`config.mk`:
```
export PLATFORM = sky130hd
export DESIGN_NAME = uart_tx_framer
export DESIGN_NICKNAME = d
export VERILOG_FILES = /design/src/rtl/utx_pkg.sv /design/src/rtl/utx_hold_reg.sv /design/src/rtl/utx_tick_timer.sv /design/src/rtl/utx_sequencer.sv /design/src/rtl/uart_tx_framer.sv
export SDC_FILE = /design/constraint.sdc
export NUM_CORES = 1
export LEC_CHECK = 0
export CAP_MARGIN = 20
export CORE_MARGIN = 2
export CORE_UTILIZATION = 59
export CTS_CLUSTER_SIZE = 10
export DETAILED_ROUTE_END_ITERATION = 7
export DONT_BUFFER_PORTS = 1
export PLACE_DENSITY = 0.72
export SYNTH_ARGS = -nofsm -noshare
export SYNTH_HDL_FRONTEND = slang
export SYNTH_SLANG_ARGS = --single-unit
```
`constraint.sdc`:
```
create_clock -name clk_i -period 5.26 [get_ports clk_i]
set_input_delay 0.526 -clock clk_i [delete_from_list [all_inputs] [get_ports clk_i]]
set_output_delay 0.526 -clock clk_i [all_outputs]
set_load 0.03 [all_outputs]
```
`src/rtl/utx_pkg.sv`:
```
package utx_pkg;
  localparam int unsigned DATA_W = 8;

  typedef enum logic [2:0] {
    PH_IDLE,
    PH_START,
    PH_DATA,
    PH_PARITY,
    PH_STOP
  } phase_e;

  typedef struct packed {
    logic [1:0] wlen;
    logic       stop2;
    logic       par_en;
    logic       par_even;
    logic       par_stick;
  } lcr_t;

  function automatic logic [3:0] data_len(input logic [1:0] wlen);
    return 4'd5 + {2'b00, wlen};
  endfunction

  function automatic logic calc_parity(input lcr_t c, input logic [DATA_W-1:0] d);
    logic acc;
    acc = 1'b0;
    for (int i = 0; i < DATA_W; i++)
      if (i < int'(data_len(c.wlen))) acc = acc ^ d[i];
    if (c.par_stick) return ~c.par_even;
    return c.par_even ? acc : ~acc;
  endfunction
endpackage

```
`src/rtl/utx_hold_reg.sv`:
```
module utx_hold_reg #(
  parameter int unsigned DW = 8
) (
  input  logic          clk_i,
  input  logic          rst_ni,
  input  logic          wr_i,
  input  logic [DW-1:0] wdata_i,
  input  logic          take_i,
  output logic [DW-1:0] data_o,
  output logic          full_o
);
  logic [DW-1:0] data_q;
  logic          full_q;

  // a write wins over a same-cycle take
  always_ff @(posedge clk_i or negedge rst_ni) begin
    if (!rst_ni) begin
      data_q <= '0;
      full_q <= 1'b0;
    end else begin
      if (wr_i) data_q <= wdata_i;
      if (wr_i)        full_q <= 1'b1;
      else if (take_i) full_q <= 1'b0;
    end
  end

  assign data_o = data_q;
  assign full_o = full_q;
endmodule

```
`src/rtl/utx_tick_timer.sv`:
```
module utx_tick_timer #(
  parameter int unsigned CNT_W = 6
) (
  input  logic             clk_i,
  input  logic             rst_ni,
  input  logic             tick_i,
  input  logic             load_i,
  input  logic [CNT_W-1:0] len_i,
  output logic             done_o
);
  localparam logic [CNT_W-1:0] ONE = {{(CNT_W-1){1'b0}}, 1'b1};

  logic [CNT_W-1:0] cnt_q;

  always_ff @(posedge clk_i or negedge rst_ni) begin
    if (!rst_ni)                    cnt_q <= '0;
    else if (load_i)                cnt_q <= len_i;
    else if (tick_i && cnt_q != '0) cnt_q <= cnt_q - ONE;
  end

  assign done_o = tick_i && (cnt_q == ONE);
endmodule

```
`src/rtl/utx_sequencer.sv`:
```
module utx_sequencer
  import utx_pkg::*;
#(
  parameter int unsigned OVS   = 16,
  parameter int unsigned CNT_W = 6
) (
  input  logic              clk_i,
  input  logic              rst_ni,
  input  logic              hold_full_i,
  input  logic [DATA_W-1:0] hold_data_i,
  input  lcr_t              lcr_i,
  input  logic              tmr_done_i,
  output logic              tmr_load_o,
  output logic [CNT_W-1:0]  tmr_len_o,
  output logic              take_o,
  output logic              line_o,
  output logic              busy_o
);
  localparam logic [CNT_W-1:0] BIT_LEN  = CNT_W'(OVS);
  localparam logic [CNT_W-1:0] HALF_LEN = CNT_W'(OVS + OVS / 2);
  localparam logic [CNT_W-1:0] TWO_LEN  = CNT_W'(2 * OVS);

  phase_e            phase_q, phase_d;
  logic [DATA_W-1:0] shreg_q, shreg_d;
  logic [3:0]        left_q, left_d;
  lcr_t              lcr_q;
  logic              par_q;
  logic [CNT_W-1:0]  stop_len;

  assign take_o = (phase_q == PH_IDLE) && hold_full_i;
  assign busy_o = (phase_q != PH_IDLE);

  always_comb begin
    if (!lcr_q.stop2)            stop_len = BIT_LEN;
    else if (lcr_q.wlen == 2'd0) stop_len = HALF_LEN;
    else                         stop_len = TWO_LEN;
  end

  always_comb begin
    phase_d    = phase_q;
    shreg_d    = shreg_q;
    left_d     = left_q;
    tmr_load_o = 1'b0;
    tmr_len_o  = BIT_LEN;
    if (take_o) begin
      phase_d    = PH_START;
      shreg_d    = hold_data_i;
      tmr_load_o = 1'b1;
    end else if (tmr_done_i) begin
      unique case (phase_q)
        PH_START: begin
          phase_d    = PH_DATA;
          left_d     = data_len(lcr_q.wlen);
          tmr_load_o = 1'b1;
        end
        PH_DATA: begin
          shreg_d    = shreg_q >> 1;
          left_d     = left_q - 4'd1;
          tmr_load_o = 1'b1;
          if (left_q == 4'd1) begin
            phase_d   = lcr_q.par_en ? PH_PARITY : PH_STOP;
            tmr_len_o = lcr_q.par_en ? BIT_LEN : stop_len;
          end
        end
        PH_PARITY: begin
          phase_d    = PH_STOP;
          tmr_load_o = 1'b1;
          tmr_len_o  = stop_len;
        end
        PH_STOP: phase_d = PH_IDLE;
        default: phase_d = PH_IDLE;
      endcase
    end
  end

  always_ff @(posedge clk_i or negedge rst_ni) begin
    if (!rst_ni) begin
      phase_q <= PH_IDLE;
      shreg_q <= '0;
      left_q  <= '0;
      lcr_q   <= '0;
      par_q   <= 1'b0;
    end else begin
      phase_q <= phase_d;
      shreg_q <= shreg_d;
      left_q  <= left_d;
      if (take_o) begin
        lcr_q <= lcr_i;
        par_q <= calc_parity(lcr_i, hold_data_i);
      end
    end
  end

  always_comb begin
    unique case (phase_q)
      PH_START:  line_o = 1'b0;
      PH_DATA:   line_o = shreg_q[0];
      PH_PARITY: line_o = par_q;
      default:   line_o = 1'b1;
    endcase
  end
endmodule

```
`src/rtl/uart_tx_framer.sv`:
```
module uart_tx_framer
  import utx_pkg::*;
#(
  parameter int unsigned OVS = 16
) (
  input  logic       clk_i,
  input  logic       rst_ni,
  input  logic       baud_tick_i,
  input  logic [1:0] wlen_i,
  input  logic       stop2_i,
  input  logic       par_en_i,
  input  logic       par_even_i,
  input  logic       par_stick_i,
  input  logic       brk_i,
  input  logic       wr_i,
  input  logic [7:0] wdata_i,
  output logic       txd_o,
  output logic       hold_empty_o,
  output logic       tx_empty_o
);
  localparam int unsigned CNT_W = $clog2(2 * OVS + 1);

  logic              hold_full, take, line, busy;
  logic [DATA_W-1:0] hold_data;
  logic              tmr_load, tmr_done;
  logic [CNT_W-1:0]  tmr_len;
  lcr_t              lcr;

  assign lcr = '{wlen: wlen_i, stop2: stop2_i, par_en: par_en_i,
                 par_even: par_even_i, par_stick: par_stick_i};

  utx_hold_reg #(.DW(DATA_W)) u_hold (
    .clk_i  (clk_i),
    .rst_ni (rst_ni),
    .wr_i   (wr_i),
    .wdata_i(wdata_i),
    .take_i (take),
    .data_o (hold_data),
    .full_o (hold_full)
  );

  utx_tick_timer #(.CNT_W(CNT_W)) u_timer (
    .clk_i (clk_i),
    .rst_ni(rst_ni),
    .tick_i(baud_tick_i),
    .load_i(tmr_load),
    .len_i (tmr_len),
    .done_o(tmr_done)
  );

  utx_sequencer #(.OVS(OVS), .CNT_W(CNT_W)) u_seq (
    .clk_i      (clk_i),
    .rst_ni     (rst_ni),
    .hold_full_i(hold_full),
    .hold_data_i(hold_data),
    .lcr_i      (lcr),
    .tmr_done_i (tmr_done),
    .tmr_load_o (tmr_load),
    .tmr_len_o  (tmr_len),
    .take_o     (take),
    .line_o     (line),
    .busy_o     (busy)
  );

  // break acts on the pin only
  assign txd_o        = brk_i ? 1'b0 : line;
  assign hold_empty_o = ~hold_full;
  assign tx_empty_o   = ~hold_full & ~busy;
endmodule

```
==> summary.txt <==
Die
  – Die area: 3780 µm²
  – Core area: 3100 µm²
  – Die Span Y: 61.5 µm
  – Initial Util: 62.8%
  – Ports: 22
  – DIE WIDTH: 61.5 µm
  – Row cnt: 20

Timing
  – Fin. max-slew vios: 0
  – RSZ-0062 raised after global routing: false
  – Clock skew: 0.0110 ns
  – Rel. slew slack: 58.6%
  – Fmax: 425 MHz
  – Period utilization: 44.7%
  – Hold Fails Final Rpt: 0
  – Final worst slack: 2.91 ns
  – Worst-Margin Slew: 0.618 ns
  – Fin crit period: 2.35 ns
  – Sum Neg Setup Slack: 0 ns
  – Count of final setup violators: 0

Logic synthesis
  – Post-synthesis cell area: 1950 µm²
  – Net Count, Synth: 222
  – Synthesis Warnings: 0
  – Register bit total from synthesis: 35
  – Post-synthesis compound-gate area fraction: 14.5%
  – Post-synthesis mux area share: 9.25%
  – Number of library cell types mapped by synthesis: 48
  – Largest family of logic cells by synthesized area: simple AND/OR/NAND/NOR gates
  – Post-synthesis xor/xnor area fraction: 3.85%
  – Register area share after synthesis: 45.0%
  – Async S/R FF share, synth: 100%
  – Mapped Cells: 197
  – Simple-gate area share of the yosys netlist: 19.7%
  – Synth Area in Adders: 3.85%
  – Main flop type after synthesis: dfrtp_1
  – Avg Inst Size Synth: 9.89 µm²
  – EDFF count, synth: 0

Clock tree
  – PostCTS Resize Cnt: 0
  – H-tree levels: 2
  – Clock Pin Slew Worst Setup and Hold Paths: 0.12 ns
  – CTS Sinks: 35
  – # Post-CTS Setup Buffers: 0
  – CTS Hold Buffers Added: 2
  – CTS tree: built
  – Inserted Clock Buffers: 5
  – Clock tree buffer depth: 2
  – Clock Latency Late Sink: 0.34 ns
  – Root buffer cell: clkbuf_4

Worst setup path
  – Reg-to-Reg Start: u_seq.left_q[1]$_DFFE_PN0P_
  – Worst-path fanout max: 10
  – Critical path launch point: u_seq.phase_q[0]$_DFFE_PN0P_
  – WS Path Type: register to output pin
  – Startpoint types: register
  – Worst path required time: 4.73 ns
  – Worst Setup End Kind: output pin
  – Worst Path Arrival: 1.82 ns
  – Worst reg-to-reg path cell count: 7

Route
  – Vias: 1392
  – Vias per cell: 5.66
  – # DRC: 0
  – DR pass1 iterations: 4
  – Final WL: 3.55 mm
  – Initial drt markers: 105
  – Wire per inst: 14.4 µm
  – Antenna Nets Post-Route: 0

Power
  – Peak VDD IR: 0.000260 V
  – Leak: 0.915 nW
  – PwrDens: 537 nW/µm²

Placement
  – Post-DP HPWL: 2.66 mm
  – Place WS: 3.28 ns
  – Gpl congestion: 0.846
  – Number of buffers inserted by port buffering: 0

Finish
  – Commonest non-fill, non-tap cells in the layout: 39 x nand2_1, 35 x dfrtp_1, 16 x mux2_2, 13 x o21ai_0
  – Layout cell share with drive strength beyond 1: 17.3%
  – Fin nets: 226
  – Antenna Cells: 0
  – Multi-input gate area: 995 µm²
  – Most common cell after layout, fill and taps aside: nand2_1
  – Synth-to-layout area growth: 6.62%
  – FF+latch area: 876 µm²
  – # fillers: 255

Global route
  – Global-route usage over all layers: 22.2%
  – Vias in the first global route: 1357
  – Largest net degree at the start of global routing: 36
  – Antenna violations before repair: 0
  – First-pass GRT wire length: 6.07 mm
  – Grt total ovfl: 0

Status
  – Outcome: complete, no violations

Job
  – Max-Cap Viols: 0

Hold path
  – Hold Crit Start: wlen_i[1]
  – Worst Hold Depth: 2
  – Worst min-delay path class: input pin to register
[final timing paths]
path | slack, ns | endpoint
worst max-delay path | 2.91 | txd_o
worst min-delay path | 0.30 | u_seq.lcr_q[5]$_DFFE_PN0P_
worst max register to register | 3.30 | u_timer.cnt_q[5]$_DFFE_PN0P_
worst min register to register | 0.52 | u_seq.shreg_q[6]$_DFFE_PN0P_
max in group asynchronous | 4.45 | u_seq.shreg_q[3]$_DFFE_PN0P_
min in group asynchronous | 0.63 | u_seq.left_q[3]$_DFFE_PN0P_
[layer usage]
metal	share of wire, %	GRT usage (%)	wire (µm)	up-vias
li1	-	-	-	696
met3	4.6	6.09	162	4
met2	51	35.9	1800	30
met4	0.96	8.51	34	0
met1	44	28.6	1550	662
met5	0	0	0	-
[worst max-delay path: stages, from the launching register on]
cell and delay (ns):
dfrtp_1 0.57, nand2b_1 0.24, nor2_1 0.06, a21oi_1 0.11, nor2_1 0.06, nor2_1 0.45
[registers in the layout, summed over array words and instances (netlist names)]
| name | flops |
|---|---|
| u_seq.left_q | 4 |
| u_hold.full_o | 1 |
| u_seq.lcr_q | 4 |
| u_seq.par_q | 1 |
| u_hold.data_o | 8 |
| u_seq.shreg_q | 8 |
| u_seq.phase_q | 3 |
| u_timer.cnt_q | 6 |
[layout make-up]
type / count / area share (%)
Inverter: 11 / 1.99
Multi-Input combinational cell: 145 / 47.9
Sequential cell: 35 / 42.2
Tap cell: 44 / 2.65
Clock buffer: 7 / 3.13
Clock inverter: 1 / 0.361
Timing Repair Buffer: 3 / 1.81
[synth_stat cells (2+ instances only)]
master    number  area share, %
nand3_1        3           0.77
dfrtp_1       35             45
clkbuf_1       2           0.39
nand4_1        3           0.96
nand2_1       39            7.5
nor2_1        11            2.1
nor2_2         2           0.64
o21ai_0       13            3.3
inv_1         11            2.1
buf_2          2           0.51
ha_1           6            3.9
nor4_1         2           0.64
o31ai_1        3            1.2
nor3_1         4            1.0
a21oi_1        5            1.3
o21bai_1       2           0.77
mux2_2        16            9.2
nand2b_1       3           0.96
a22o_1         2           0.90
xnor2_1        5            2.2
[power by group]
group          switching (W)  internal, W  total (W)  leakage (nW)
Sequential          0.000113     0.000369   0.000482         0.426
Combinational       0.000260     0.000204   0.000464         0.452
Clock              0.0000917    0.0000781   0.000170        0.0375
[through the flow]
step	instances	power (W)	instance area (µm²)	hold slack, ns	utilization [%]
after detailed placement	236	0.000947	1970	0.231	63.6
after global routing	246	0.00122	2080	0.283	66.9
after global placement	236	0.000921	1970	0.231	63.6
after floorplan	197	0.000860	1950	0.230	-
after CTS	246	0.00113	2080	0.283	66.9
final	246	0.00112	2080	0.296	66.9
[cell families (layout without fill, tap and decap cells)]
logic type                 count (synthesis)  in the layout
adders and majority gates                  6              6
AOI/OAI and AO/OA                         40             40
buffers and inverters                     17             22
and+or+nand+nor                           76             76
DFF                                       35             35
xor gates and xnor gates                   7              7
muxes                                     16             16
Note: power is estimated with default switching activity, not from simulation.
